File: src/rtl/usb_mode_pkg.sv
package usb_mode_pkg;

    localparam logic [7:0] CMD_MODE_WR = 8'hB8;
    localparam logic [7:0] CMD_MODE_RD = 8'hB9;

    // Field order matches the bit positions that software decodes.
    typedef struct packed {
        logic dma16;      // bit 7
        logic rsm_req;    // bit 6
        logic sus_req;    // bit 5
        logic spare;      // bit 4
        logic int_en;     // bit 3
        logic dbg;        // bit 2
        logic blink_off;  // bit 1
        logic conn;       // bit 0
    } mode_t;

    typedef enum logic [1:0] {
        WK_IDLE  = 2'd0,
        WK_WAIT  = 2'd1,
        WK_DRIVE = 2'd2
    } wake_st_e;

endpackage

File: src/rtl/usb_mode_regs.sv
module usb_mode_regs
    import usb_mode_pkg::*;
(
    input  logic       clk,
    input  logic       rst_n,
    input  logic       cmd_valid,
    input  logic [7:0] cmd_code,
    input  logic [7:0] cmd_wdata,
    output mode_t      mode,
    output logic       rd_valid,
    output logic [7:0] rd_data,
    output logic       rsm_fall,
    output logic       sus_fall
);

    typedef struct packed {
        mode_t      mode;
        logic       rd_valid;
        logic [7:0] rd_data;
    } regs_st_t;

    regs_st_t st_d, st_q;
    logic     wr_hit, rd_hit;
    mode_t    wmode;

    always_comb begin
        wmode    = mode_t'(cmd_wdata);
        wr_hit   = cmd_valid && (cmd_code == CMD_MODE_WR);
        rd_hit   = cmd_valid && (cmd_code == CMD_MODE_RD);
        rsm_fall = wr_hit && st_q.mode.rsm_req && !wmode.rsm_req;
        sus_fall = wr_hit && st_q.mode.sus_req && !wmode.sus_req;

        st_d          = st_q;
        st_d.rd_valid = 1'b0;
        if (wr_hit) begin
            st_d.mode = wmode;
        end
        if (rd_hit) begin
            st_d.rd_valid = 1'b1;
            st_d.rd_data  = 8'(st_q.mode);
        end
    end

    always_ff @(posedge clk or negedge rst_n) begin
        if (!rst_n) begin
            st_q <= '0;
        end else begin
            st_q <= st_d;
        end
    end

    assign mode     = st_q.mode;
    assign rd_valid = st_q.rd_valid;
    assign rd_data  = st_q.rd_data;

endmodule

File: src/rtl/usb_wake_ctl.sv
module usb_wake_ctl
    import usb_mode_pkg::*;
#(
    parameter int DELAY_CYC = 240000,
    parameter int PULSE_CYC = 480000
) (
    input  logic clk,
    input  logic rst_n,
    input  logic rsm_fall,
    input  logic sus_fall,
    input  logic resume_in,
    input  logic bus_reset,
    output logic resume_out,
    output logic suspended
);

    localparam int MAX_CYC = (DELAY_CYC > PULSE_CYC) ? DELAY_CYC : PULSE_CYC;
    localparam int CW      = $clog2(MAX_CYC + 1);

    typedef struct packed {
        wake_st_e      st;
        logic [CW-1:0] cnt;
        logic          susp;
    } wake_t;

    wake_t st_d, st_q;
    logic  done;

    always_comb begin
        st_d = st_q;
        done = 1'b0;
        case (st_q.st)
            WK_IDLE: begin
                if (rsm_fall) begin
                    st_d.st  = WK_WAIT;
                    st_d.cnt = '0;
                end
            end
            WK_WAIT: begin
                if (st_q.cnt == CW'(DELAY_CYC - 1)) begin
                    st_d.st  = WK_DRIVE;
                    st_d.cnt = '0;
                end else begin
                    st_d.cnt = st_q.cnt + CW'(1);
                end
            end
            WK_DRIVE: begin
                if (st_q.cnt == CW'(PULSE_CYC - 1)) begin
                    st_d.st  = WK_IDLE;
                    st_d.cnt = '0;
                    done     = 1'b1;
                end else begin
                    st_d.cnt = st_q.cnt + CW'(1);
                end
            end
            default: begin
                st_d.st  = WK_IDLE;
                st_d.cnt = '0;
            end
        endcase

        if (sus_fall) begin
            st_d.susp = 1'b1;
        end
        if (resume_in || bus_reset || done) begin
            st_d.susp = 1'b0;
        end
    end

    always_ff @(posedge clk or negedge rst_n) begin
        if (!rst_n) begin
            st_q <= '{st: WK_IDLE, cnt: '0, susp: 1'b0};
        end else begin
            st_q <= st_d;
        end
    end

    assign resume_out = (st_q.st == WK_DRIVE);
    assign suspended  = st_q.susp;

endmodule

File: src/rtl/usb_led_blink.sv
module usb_led_blink #(
    parameter int BLINK_CYC = 4800000
) (
    input  logic clk,
    input  logic rst_n,
    input  logic blink_off,
    input  logic enum_ok,
    input  logic traffic,
    output logic led_n
);

    localparam int BW = $clog2(BLINK_CYC + 1);

    typedef struct packed {
        logic [BW-1:0] cnt;
        logic          phase;
    } blink_t;

    blink_t st_d, st_q;

    always_comb begin
        st_d = st_q;
        if (traffic && enum_ok && !blink_off) begin
            if (st_q.cnt == BW'(BLINK_CYC - 1)) begin
                st_d.cnt   = '0;
                st_d.phase = !st_q.phase;
            end else begin
                st_d.cnt = st_q.cnt + BW'(1);
            end
        end else begin
            st_d.cnt   = '0;
            st_d.phase = 1'b0;
        end
    end

    always_ff @(posedge clk or negedge rst_n) begin
        if (!rst_n) begin
            st_q <= '0;
        end else begin
            st_q <= st_d;
        end
    end

    assign led_n = !(enum_ok && (blink_off || !st_q.phase));

endmodule

File: src/rtl/usb_irq_gate.sv
module usb_irq_gate (
    input  logic clk,
    input  logic rst_n,
    input  logic int_en,
    input  logic dbg,
    input  logic ev_ack,
    input  logic ev_nak,
    input  logic ev_err,
    input  logic ev_iso,
    output logic irq
);

    typedef struct packed {
        logic irq;
    } irq_t;

    irq_t st_d, st_q;
    logic hit;

    always_comb begin
        hit      = dbg ? (ev_nak || ev_err) : (ev_ack || ev_iso);
        st_d.irq = int_en && hit;
    end

    always_ff @(posedge clk or negedge rst_n) begin
        if (!rst_n) begin
            st_q <= '0;
        end else begin
            st_q <= st_d;
        end
    end

    assign irq = st_q.irq;

endmodule

File: src/rtl/usb_mode_ctl.sv
module usb_mode_ctl
    import usb_mode_pkg::*;
#(
    parameter int CLK_KHZ  = 48000,
    parameter int DELAY_MS = 5,
    parameter int PULSE_MS = 10,
    parameter int BLINK_MS = 100
) (
    input  logic       clk,
    input  logic       rst_n,
    input  logic       cmd_valid,
    input  logic [7:0] cmd_code,
    input  logic [7:0] cmd_wdata,
    output logic       rd_valid,
    output logic [7:0] rd_data,
    input  logic       bus_reset,
    input  logic       resume_in,
    input  logic       ext_pullup,
    input  logic       enum_ok,
    input  logic       traffic,
    input  logic       ev_ack,
    input  logic       ev_nak,
    input  logic       ev_err,
    input  logic       ev_iso,
    output logic       dma_wide,
    output logic       pullup_en,
    output logic       resume_out,
    output logic       suspended,
    output logic       led_n,
    output logic       irq
);

    localparam int DELAY_CYC = CLK_KHZ * DELAY_MS;
    localparam int PULSE_CYC = CLK_KHZ * PULSE_MS;
    localparam int BLINK_CYC = CLK_KHZ * BLINK_MS;

    mode_t mode_q;
    logic  rsm_fall, sus_fall;

    usb_mode_regs regs_i (
        .clk       (clk),
        .rst_n     (rst_n),
        .cmd_valid (cmd_valid),
        .cmd_code  (cmd_code),
        .cmd_wdata (cmd_wdata),
        .mode      (mode_q),
        .rd_valid  (rd_valid),
        .rd_data   (rd_data),
        .rsm_fall  (rsm_fall),
        .sus_fall  (sus_fall)
    );

    usb_wake_ctl #(
        .DELAY_CYC (DELAY_CYC),
        .PULSE_CYC (PULSE_CYC)
    ) wake_i (
        .clk        (clk),
        .rst_n      (rst_n),
        .rsm_fall   (rsm_fall),
        .sus_fall   (sus_fall),
        .resume_in  (resume_in),
        .bus_reset  (bus_reset),
        .resume_out (resume_out),
        .suspended  (suspended)
    );

    usb_led_blink #(
        .BLINK_CYC (BLINK_CYC)
    ) led_i (
        .clk       (clk),
        .rst_n     (rst_n),
        .blink_off (mode_q.blink_off),
        .enum_ok   (enum_ok),
        .traffic   (traffic),
        .led_n     (led_n)
    );

    usb_irq_gate irq_i (
        .clk    (clk),
        .rst_n  (rst_n),
        .int_en (mode_q.int_en),
        .dbg    (mode_q.dbg),
        .ev_ack (ev_ack),
        .ev_nak (ev_nak),
        .ev_err (ev_err),
        .ev_iso (ev_iso),
        .irq    (irq)
    );

    assign dma_wide  = mode_q.dma16;
    assign pullup_en = mode_q.conn && !ext_pullup;

endmodule

File: config.mk
export PLATFORM = sky130hd
export DESIGN_NAME = usb_mode_ctl
export DESIGN_NICKNAME = d
export VERILOG_FILES = /design/src/rtl/usb_mode_pkg.sv /design/src/rtl/usb_mode_regs.sv /design/src/rtl/usb_wake_ctl.sv /design/src/rtl/usb_led_blink.sv /design/src/rtl/usb_irq_gate.sv /design/src/rtl/usb_mode_ctl.sv
export SDC_FILE = /design/constraint.sdc
export NUM_CORES = 1
export LEC_CHECK = 0
export BUFFER_PORTS_ARGS = -buffer_cell sky130_fd_sc_hd__buf_4
export CORE_MARGIN = 3
export CORE_UTILIZATION = 26
export DETAILED_ROUTE_END_ITERATION = 8
export GPL_TIMING_DRIVEN = 0
export PLACE_DENSITY = 0.41
export SLEW_MARGIN = 0
export SYNTH_ARGS = -nofsm -noshare
export SYNTH_HDL_FRONTEND = slang
export SYNTH_SLANG_ARGS = --single-unit
File: constraint.sdc
create_clock -name clk -period 3.6 [get_ports clk]
set_clock_uncertainty 0.15 [all_clocks]
set_input_delay 0.18 -clock clk [delete_from_list [all_inputs] [get_ports clk]]
set_output_delay 0.18 -clock clk [all_outputs]
set_load 0.02 [all_outputs]
==> impl_metrics.py <==
metrics = {
    "run_status": {
        "outcome": "completed",
    },
    "yosys": {
        "synth-seq-cells": 64,
        "synth_top_area_share_pct": 48.65,
        "yosysTopAreaCell": "dfrtp_1",
        "ys_seq_area_share_pct": 48.65,
        "synth-edff-count": 0,
        "ys_types": 51,
        "yosysWarningCount": 0,
        "synth_nets": 363,
        "syn_avg_cell_area_sq_um": 9.886,
        "async_flop_share_pct": 100.0,
        "synth_flop_cell": "dfrtp_1",
        "synth_area_sq_mm": 0.003292,
        "yosys-top-cells-area": "dfrtp_1 49%, mux2_2 5.5%, nand2_1 4.9%",
        "syn_inst": 333,
    },
    "global_route": {
        "grt_max_degree": 65,
        "overflow": 0,
        "use_met3_pct": 2.823,
        "globalRouteMet1Util_pct": 16.79,
        "grt_use_met2_pct": 17.58,
        "grt_pass1_wl_mm": 13.59,
        "grtUsageTotal_pct": 12.10,
        "antenna_found_initial": 0,
        "grt_pass1_vias": 2662,
        "grt-busiest-layer": "met2",
    },
    "final_layout": {
        "num-nets-final": 429,
        "final_layout_size_suffix_gt1_share_pct": 22.89,
        "antenna_cells": 0,
        "stdcell_count": 570,
        "final_core_util_pct": 34.86,
        "n_fill_cell": 1285,
        "area_growth_pct": 29.30,
    },
    "sta": {
        "layout_min_cycle_time_ns": 2.266,
        "relSlewSlack_pct": 42.54,
        "period_share_pct": 62.94,
        "worst_slew_pin_slew_ns": 0.8620,
        "hold_viol_final": 0,
        "final-setup-viol-count": 0,
        "drv_slew": 0,
        "rsz0062_at_grt": "false",
        "tns_ns": 0,
        "fmaxAchievable_mhz": 441.3,
        "hold-worst-slack_ns": 0.09078,
    },
    "worst_setup_path": {
        "rrSetupSlack_ns": 1.33,
        "path_max_fanout": 10,
        "startpoint_type": "flop",
        "worstPathArrival_ns": 2.33,
        "cp_num_cells": 8,
        "cp_cell_sequence": "ha_1, and3_1, nand4_1, o21a_1, buf_2, buf_2, o22ai_2, nand2_1",
        "critical_path_buf_inv_count": 2,
        "crit_family": "simple AND/OR/NAND/NOR gates",
        "critPathCaptureType": "flop",
        "timing.rr.start": "wake_i.st_q[1]",
        "worst_r2r_path_depth": 8,
        "critPathMostFrequentCell": "buf_2",
        "cp.required_ns": 3.66,
        "r2r-end": "wake_i.st_q[16]",
        "endpoint": "wake_i.st_q[16]",
        "crit_start": "wake_i.st_q[1]",
        "crit_slowest_cell": "dfrtp_1",
        "slowest_delay_ns": 0.39,
        "critPathKind": "flop to flop",
    },
    "floorplan": {
        "core_sq_mm": 0.01221,
        "pin_count": 43,
        "start_util_pct": 26.96,
        "rows": 40,
        "die_h_microns": 118.5,
        "die_w_microns": 118.5,
        "die_area_sq_mm": 0.01405,
    },
    "clock_network": {
        "path_clk_slew_ns": 0.05,
        "clockRootBuffer": "clkbuf_16",
        "cts_num_sinks": 64,
        "cts_made_buffers": 9,
        "htreeDepth": 3,
        "postCtsSetupRepairBufs": 0,
        "clk_latency_ns": 0.33,
        "cts_tree": "done",
        "cts_buffer_depth": 2,
    },
    "hold_path": {
        "worstHoldPathCells": 3,
        "hold_path.class": "primary input to flop",
    },
    "routing": {
        "post_drt_via_cell_ratio": 4.581,
        "antenna_left": 0,
        "wl_per_cell_microns": 13.88,
        "drt_pass1_iterations": 4,
        "drc_errors": 0,
        "vias": 2611,
        "drtIter0Drc": 139,
        "drt-total-wl_mm": 7.912,
    },
    "power": {
        "power_mw": 1.725,
        "power_density_mw_per_mm2": 405.2,
        "vdd_drop_max_v": 0.0001441,
        "cellLeakagePower_nw": 1.847,
    },
    "run": {
        "maxCapViolations": 0,
    },
    "placement": {
        "portBuffers": 42,
        "hpwl_mm": 5.424,
        "gp_congestion": 0.7719,
        "dpl.cell_count": 543,
    },
}
[cells in the final DEF, fill, tap and decap left out, types with 2 or more instances in the layout]
master / n
dlygate4sd3_1: 13
nor2b_1: 4
nand4_1: 10
clkbuf_16: 9
o211ai_1: 6
o22ai_2: 6
and3_1: 7
dfrtp_1: 64
inv_1: 10
nor2_1: 39
mux2_2: 16
a31oi_1: 2
a21oi_1: 7
bufinv_16: 2
nor4b_1: 2
or3_1: 6
o21ai_1: 7
o21ai_0: 5
clkinv_2: 2
and4_1: 4
o21ai_2: 3
nor4bb_1: 2
ha_1: 2
and2_1: 5
xnor2_1: 10
xor2_1: 11
nor3_1: 6
nand2_1: 43
clkbuf_1: 7
nor4_1: 3
nor3_2: 2
nand4bb_1: 2
nand2b_1: 2
buf_4: 42
o21a_1: 2
nand3_1: 16
buf_2: 3
[metal layers]
metal / wire length, microns / part of all wire (%)
met2: 3392 / 43
met1: 3998 / 51
met4: 193 / 2.4
met3: 326 / 4.1
met5: 0 / 0
[power by group]
part	total [mW]	switching, mW	internal, mW	leakage (nW)
Combinational	0.0700	0.0333	0.0367	0.877
Sequential	0.730	0.00421	0.726	0.816
Clock	0.924	0.310	0.614	0.154
Total	1.72	0.348	1.38	1.85
[registers in the layout (all words and copies together) (netlist names)]
| name | cells |
|---|---|
| regs_i.rd_valid | 1 |
| regs_i.mode | 8 |
| wake_i.st_q | 21 |
| regs_i.rd_data | 8 |
| led_i.st_q | 24 |
| irq_i.irq | 1 |
| wake_i.suspended | 1 |
[cells by family after synthesis]
group,count (synthesis),share of synthesized area [%]
xor gates and xnor gates,21,5.587
DFF,64,48.65
and+or+nand+nor,162,25.73
adders and majority gates,2,0.7600
muxes,16,5.473
AOI/OAI and AO/OA,47,11.06
buffers and inverters,21,2.737
[cell type report]
class | instances | area [sq um] | share of cell area (%)
clock inverters | 4 | 70.07 | 1.646
inverters | 10 | 37.54 | 0.8818
plain buffers | 11 | 52.55 | 1.235
well taps | 168 | 210.2 | 4.938
flip-flops and latches | 64 | 1602 | 37.63
clock buffers | 10 | 239.0 | 5.614
repair buffers | 55 | 445.4 | 10.46
multi-input cells | 248 | 1600 | 37.60
[per-stage QoR]
step	setup WS, ns	area, sq um
floorplan	1.603	3292
global placement	1.340	3817
detailed placement	1.327	3817
CTS	1.319	4257
global route	1.139	4257
finish	1.334	4257
[what timing repair did]
item                                    4_1_cts  5_1_grt
endpoints found under the hold margin        74        0
hold buffers                                 13        0
endpoints found under the setup margin        0        0
gates resized for setup                       0        0
[cells in the mapped netlist (2+ instances only)]
library cell / count
and2_1: 5
buf_2: 3
nand4bb_1: 2
ha_1: 2
nor2b_1: 4
and4_1: 4
clkbuf_1: 7
a21oi_1: 7
nor4_1: 3
o22ai_2: 6
nand2b_1: 2
and3_1: 7
nor3_1: 6
o21ai_0: 5
nor2_1: 39
nand2_1: 43
or3_1: 6
nor3_2: 2
o211ai_1: 6
nand4_1: 10
dfrtp_1: 64
o21ai_1: 7
o21ai_2: 3
nand3_1: 16
a31oi_1: 2
xor2_1: 11
inv_1: 10
o21a_1: 2
nor4b_1: 2
nor4bb_1: 2
xnor2_1: 10
mux2_2: 16
[tightest hold or removal path, delay by kind of cell]
family / cells / cell delay (ns)
buffers and inverters: 1 / 0.11
AND/OR/NAND/NOR: 1 / 0.17
AO/OA/AOI/OAI: 1 / 0.06
[worst min path at each step]
stage | from | endpoint
finish | traffic | led_i.st_q[7]
global route | enum_ok | led_i.st_q[9]
CTS | traffic | led_i.st_q[7]
detailed placement | rst_n | led_i.st_q[20]
global placement | rst_n | led_i.st_q[20]
floorplan | rst_n | irq_i.irq
(Power assumes the default switching activity.)
